File: src/rtl/amode_pkg.sv
package amode_pkg;
  typedef enum logic [2:0] {
    AM_IMM   = 3'd0,
    AM_ABS   = 3'd1,
    AM_ABSX  = 3'd2,
    AM_ABSY  = 3'd3,
    AM_IND   = 3'd4,
    AM_INDX  = 3'd5,
    AM_INDY  = 3'd6,
    AM_INDXY = 3'd7
  } amode_e;

  typedef enum logic [2:0] {
    ST_IDLE  = 3'd0,
    ST_OPRQ  = 3'd1,
    ST_OPDAT = 3'd2,
    ST_PTRQ  = 3'd3,
    ST_PTDAT = 3'd4
  } aseq_st_e;

  function automatic logic is_indirect(amode_e m);
    return m[2];
  endfunction
endpackage

File: src/rtl/amode_wrap_add.sv
module amode_wrap_add #(
  parameter int W = 16
) (
  input  logic [W-1:0] a,
  input  logic [W-1:0] b,
  output logic [W-1:0] sum
);
  // carry out of the top bit is dropped: arithmetic wraps modulo 2^W
  assign sum = a + b;
endmodule

File: src/rtl/amode_idx_pick.sv
module amode_idx_pick
  import amode_pkg::*;
#(
  parameter int W = 16
) (
  input  amode_e       mode,
  input  logic         post,   // 0: operand phase, 1: pointer phase
  input  logic [W-1:0] x,
  input  logic [W-1:0] y,
  output logic [W-1:0] idx
);
  always_comb begin
    idx = '0;
    if (!post) begin
      unique case (mode)
        AM_ABSX, AM_INDX, AM_INDXY: idx = x;
        AM_ABSY:                    idx = y;
        default:                    idx = '0;
      endcase
    end else begin
      unique case (mode)
        AM_INDY, AM_INDXY: idx = y;
        default:           idx = '0;
      endcase
    end
  end
endmodule

File: src/rtl/amode_seq.sv
module amode_seq
  import amode_pkg::*;
#(
  parameter int W        = 16,
  parameter int MODE_LSB = 0,
  parameter int INCW     = 3
) (
  input  logic            clk,
  input  logic            rst,
  input  logic            start,
  input  logic [W-1:0]    pc_in,
  input  logic [W-1:0]    opcode,
  input  logic [W-1:0]    idx_x,
  input  logic [W-1:0]    idx_y,
  output logic [W-1:0]    mem_addr,
  output logic            mem_rd,
  input  logic [W-1:0]    mem_rdata,
  input  logic            mem_wait,
  output logic            done,
  output logic [W-1:0]    result,
  output logic            is_imm,
  output logic [INCW-1:0] pc_inc
);
  localparam int          MODE_W   = 3;
  localparam logic [W-1:0] ONE     = W'(1);
  localparam logic [INCW-1:0] WORDS = INCW'(2);

  aseq_st_e     st;
  amode_e       mode_q;
  logic [W-1:0] x_q, y_q;
  logic [W-1:0] idx, sum, pc_next;
  logic         accept;

  assign accept = mem_rd && !mem_wait;

  amode_idx_pick #(.W(W)) u_pick (
    .mode (mode_q),
    .post (st == ST_PTDAT),
    .x    (x_q),
    .y    (y_q),
    .idx  (idx)
  );

  // one adder serves both phases: the base is always the word just read
  amode_wrap_add #(.W(W)) u_sum (
    .a   (mem_rdata),
    .b   (idx),
    .sum (sum)
  );

  amode_wrap_add #(.W(W)) u_pcadd (
    .a   (pc_in),
    .b   (ONE),
    .sum (pc_next)
  );

  always_ff @(posedge clk) begin
    if (rst) begin
      st       <= ST_IDLE;
      mode_q   <= AM_IMM;
      x_q      <= '0;
      y_q      <= '0;
      mem_addr <= '0;
      mem_rd   <= 1'b0;
      done     <= 1'b0;
      result   <= '0;
      is_imm   <= 1'b0;
      pc_inc   <= '0;
    end else begin
      done   <= 1'b0;
      is_imm <= 1'b0;
      unique case (st)
        ST_IDLE: begin
          if (start) begin
            mode_q   <= amode_e'(opcode[MODE_LSB +: MODE_W]);
            x_q      <= idx_x;
            y_q      <= idx_y;
            mem_addr <= pc_next;
            mem_rd   <= 1'b1;
            st       <= ST_OPRQ;
          end
        end
        ST_OPRQ, ST_PTRQ: begin
          if (accept) begin
            mem_rd <= 1'b0;
            st     <= (st == ST_OPRQ) ? ST_OPDAT : ST_PTDAT;
          end
        end
        ST_OPDAT: begin
          if (is_indirect(mode_q)) begin
            mem_addr <= sum;
            mem_rd   <= 1'b1;
            st       <= ST_PTRQ;
          end else begin
            result <= sum;
            is_imm <= (mode_q == AM_IMM);
            done   <= 1'b1;
            pc_inc <= WORDS;
            st     <= ST_IDLE;
          end
        end
        ST_PTDAT: begin
          result <= sum;
          done   <= 1'b1;
          pc_inc <= WORDS;
          st     <= ST_IDLE;
        end
        default: st <= ST_IDLE;
      endcase
    end
  end
endmodule

File: config.mk
export PLATFORM = sky130hd
export DESIGN_NAME = amode_seq
export DESIGN_NICKNAME = d
export VERILOG_FILES = /design/src/rtl/amode_pkg.sv /design/src/rtl/amode_wrap_add.sv /design/src/rtl/amode_idx_pick.sv /design/src/rtl/amode_seq.sv
export SDC_FILE = /design/constraint.sdc
export NUM_CORES = 1
export LEC_CHECK = 0
export BUFFER_PORTS_ARGS = -buffer_cell sky130_fd_sc_hd__buf_2
export CAP_MARGIN = 10
export CORE_MARGIN = 8
export CORE_UTILIZATION = 45
export CTS_CLUSTER_DIAMETER = 200
export DETAILED_ROUTE_END_ITERATION = 10
export PLACE_DENSITY = 0.76
export SETUP_SLACK_MARGIN = 0.15
export SLEW_MARGIN = 10
export SYNTH_ARGS = -nofsm -noshare
export SYNTH_HDL_FRONTEND = slang
export SYNTH_SLANG_ARGS = --single-unit
File: constraint.sdc
create_clock -name clk -period 5.5 [get_ports clk]
set_input_delay 0.55 -clock clk [delete_from_list [all_inputs] [get_ports clk]]
set_output_delay 0.55 -clock clk [all_outputs]
set_load 0.02 [all_outputs]
==> flow_metrics.env <==
export IMPL_cp_common_cell="o21ai_0"
export IMPL_grt_antenna_before_repair=0
export IMPL_crit_required_ps=5730
export IMPL_port_buffers=106
export IMPL_worstPathCellList="nand2b_1 > nor2_1 > a22oi_1 > o21ai_0 > ha_1 > fa_1 > a211oi_1 > o211ai_1 > nand2_1 > o21ai_0 > xnor2_1 > a2111oi_0"
export IMPL_synth_area_top_cells="dfxtp_1 (36%), nand2_1 (11%), a21oi_1 (7.6%)"
export IMPL_drtPass1Iterations=5
export IMPL_clockBufferDepth=2
export IMPL_worst_path_max_delay_cell="nor2_1"
export IMPL_ctsHoldBuffers=0
export IMPL_cp_arrival_ps=3790
export IMPL_synth_largest_area_cell="dfxtp_1"
export IMPL_rows=35
export IMPL_criticalPathCategory="flip-flop to flip-flop"
export IMPL_whs_ps=434
export IMPL_via_count=4074
export IMPL_grt_usage_pct=17.4
export IMPL_startpoint_type="flip-flop"
export IMPL_slew_viol_final=0
export IMPL_period_share_pct=64.8
export IMPL_synth_top_area_share_pct=35.7
export IMPL_syn_cell_area_um2=4150
export IMPL_pwr_share_clk_pct=34.8
export IMPL_p_per_area_nw_per_um2=250
export IMPL_seq_power_share_pct=47.7
export IMPL_hold_class="input port to flip-flop"
export IMPL_cts_tree="yes"
export IMPL_diodes=0
export IMPL_worst_pin_slew_ps=977
export IMPL_max_slew_margin_pct=34.6
export IMPL_drc_errors=0
export IMPL_leakage_nw=2.16
export IMPL_setup_viol=0
export IMPL_regToRegSetupSlack_ps=1940
export IMPL_finalNetCount=735
export IMPL_n_fill_cell=886
export IMPL_swShare_pct=28.3
export IMPL_via_per_inst=5.44
export IMPL_ys_async_sr_fraction_pct=0
export IMPL_synth_seq_cells=74
export IMPL_slowest_delay_ps=550
export IMPL_fmax_mhz=281
export IMPL_synthToLayoutAreaGrowth_pct=18.9
export IMPL_synthCells=544
export IMPL_rr_worst_depth=12
export IMPL_synth_cell_types=55
export IMPL_place_gp_congestion=0.835
export IMPL_ys_flop_type="dfxtp_1"
export IMPL_fp_dieW_um=112
export IMPL_r2r_end="mem_addr[12]"
export IMPL_p_comb_share_pct=17.5
export IMPL_hold_start="idx_y[11]"
export IMPL_min_period_ps=3560
export IMPL_coreArea_um2=9110
export IMPL_synth_most_common_cell="nand2_1"
export IMPL_switching_power_uw=350
export IMPL_end_kind="flip-flop"
export IMPL_clk_latency_ps=350
export IMPL_ys_warnings_count=0
export IMPL_status="finished clean"
export IMPL_start_util_pct=45.6
export IMPL_syn_area_per_cell_um2=7.63
export IMPL_cts_resized=0
export IMPL_numCtsBuffers=9
export IMPL_pin_count=122
export IMPL_die_y_um=112
export IMPL_synthTopCellsByCount="nand2_1 (124), dfxtp_1 (74), a21oi_1 (63)"
export IMPL_tns_ps=0
export IMPL_cts_clk_slew_worst_paths_ps=80
export IMPL_drt_iter0_markers=300
export IMPL_design_die_area_um2=12600
export IMPL_wirelength_um=11100
export IMPL_grt_pass1_wl_um=18200
export IMPL_htree_levels=3
export IMPL_clock_sinks=74
export IMPL_grt_pass1_vias=3960
export IMPL_hold_viol=0
export IMPL_drive_gt1_share_pct=21.8
export IMPL_cts_setup_buffers=0
export IMPL_power_internal_uw=886
export IMPL_grt_max_degree=77
export IMPL_wire_per_inst_um=14.8
export IMPL_reg2reg_from="mode_q[2]"
export IMPL_root_buffer="clkbuf_8"
export IMPL_peakVddDrop_mv=0.108
export IMPL_holdPathStages=3
export IMPL_dpl_hpwl_um=8550
export IMPL_crit_fanout=14
export IMPL_synth_edff_count=0
export IMPL_hold_end="y_q[11]"
export IMPL_maxCapViolCount=0
export IMPL_rsz0062_at_grt="false"
export IMPL_ys_seq_area_share_pct=35.7
export IMPL_skew_ps=8.28
export IMPL_ant_nets=0
export IMPL_overflow=0
[sequential cells by signal, indices dropped and copies added, names as in the netlist]
register and cells:
done 1, is_imm 1, mem_addr 16, mem_rd 1, mode_q 3, pc_inc 1
result 16, st 3, x_q 16, y_q 16
[cells in the final DEF (no fill, tap or decap), types with 2 or more instances in the layout]
| cell | instances |
|---|---|
| a211oi_1 | 6 |
| a21o_1 | 6 |
| a21oi_1 | 63 |
| a221oi_1 | 2 |
| a22o_1 | 9 |
| a22oi_1 | 15 |
| a311oi_1 | 2 |
| and3_1 | 5 |
| and4_1 | 2 |
| buf_2 | 106 |
| buf_4 | 5 |
| clkbuf_8 | 11 |
| clkinvlp_4 | 2 |
| conb_1 | 2 |
| dfxtp_1 | 74 |
| ha_1 | 17 |
| inv_1 | 7 |
| mux2i_1 | 2 |
| nand2_1 | 124 |
| nand2b_1 | 5 |
| nand3_1 | 11 |
| nand3b_1 | 6 |
| nand4_1 | 7 |
| nor2_1 | 39 |
| nor2b_1 | 4 |
| nor3_1 | 8 |
| nor3b_1 | 3 |
| o211ai_1 | 10 |
| o21ai_0 | 25 |
| o21bai_1 | 3 |
| or2_2 | 4 |
| or3_1 | 2 |
| xnor2_1 | 9 |
| xor2_1 | 16 |
[critical path: cells and delay by family, from the launching register on]
kind / cells / cell delay [ps]
adder cells (fa/ha/maj): 2 / 500
AO/OA/AOI/OAI: 6 / 1470
XOR/XNOR: 1 / 140
flip-flops: 1 / 440
AND/OR/NAND/NOR: 3 / 870
[power by group through the flow]
| stage | sequential, mW | clock [mW] | combinational, mW |
|---|---|---|---|
| final | 0.590 | 0.430 | 0.216 |
| after global routing | 0.594 | 0.461 | 0.240 |
| after CTS | 0.590 | 0.436 | 0.214 |
| after detailed placement | 0.602 | 0 | 0.212 |
| after global placement | 0.600 | 0 | 0.207 |
| after floorplan | 0.609 | 0 | 0.130 |
[layer usage]
| layer | global-route usage [%] | up-vias | wire (µm) |
|---|---|---|---|
| met1 | 21.1 | 1821 | 4890 |
| met3 | 6.17 | 24 | 980 |
| met2 | 27.8 | 147 | 4970 |
| li1 | - | 2082 | - |
| met4 | 6.56 | 0 | 243 |
| met5 | 0 | - | 0 |
[stage by stage]
stage          instance area [µm²]  cells  utilization (%)  worst slack, ps  total power, mW
2_1_floorplan                 4160    545                -             2320            0.739
3_5_place_dp                  4720    732             51.8             1960            0.814
6_report                      4940    749             54.2             1940             1.24
3_3_place_gp                  4720    732             51.8             2030            0.808
4_1_cts                       4920    748             54.0             1950             1.24
5_1_grt                       4940    749             54.2             1620             1.29
[kinds of logic (layout without fill, tap and decap cells)]
kind of cell	count (synthesis)	in the layout	synth area share, %
xor gates and xnor gates	26	26	5.85
other	1	2	0.0903
DFF	74	74	35.7
adders and majority gates	18	18	5.60
and+or+nand+nor	226	226	24.1
buffers and inverters	42	135	4.22
AOI/OAI and AO/OA	154	154	23.7
muxes	3	3	0.753
[worst max-delay path by stage]
stage	start	to
after global routing	mode_q[2]	mem_addr[8]
after floorplan	mode_q[2]	mem_addr[15]
after global placement	mode_q[2]	mem_addr[15]
final	mode_q[2]	mem_addr[12]
after detailed placement	mode_q[2]	mem_addr[12]
after CTS	mode_q[2]	mem_addr[15]
[final cells by class]
| type | instances | area (µm²) | area share [%] |
|---|---|---|---|
| Sequential cell | 74 | 1480 | 30.0 |
| Clock buffer | 12 | 155 | 3.14 |
| Clock inverter | 4 | 50.0 | 1.01 |
| Inverter | 7 | 26.3 | 0.532 |
| Tap cell | 111 | 139 | 2.81 |
| Timing Repair Buffer | 112 | 583 | 11.8 |
| Multi-Input combinational cell | 429 | 2500 | 50.7 |
(Power assumes the default switching activity.)
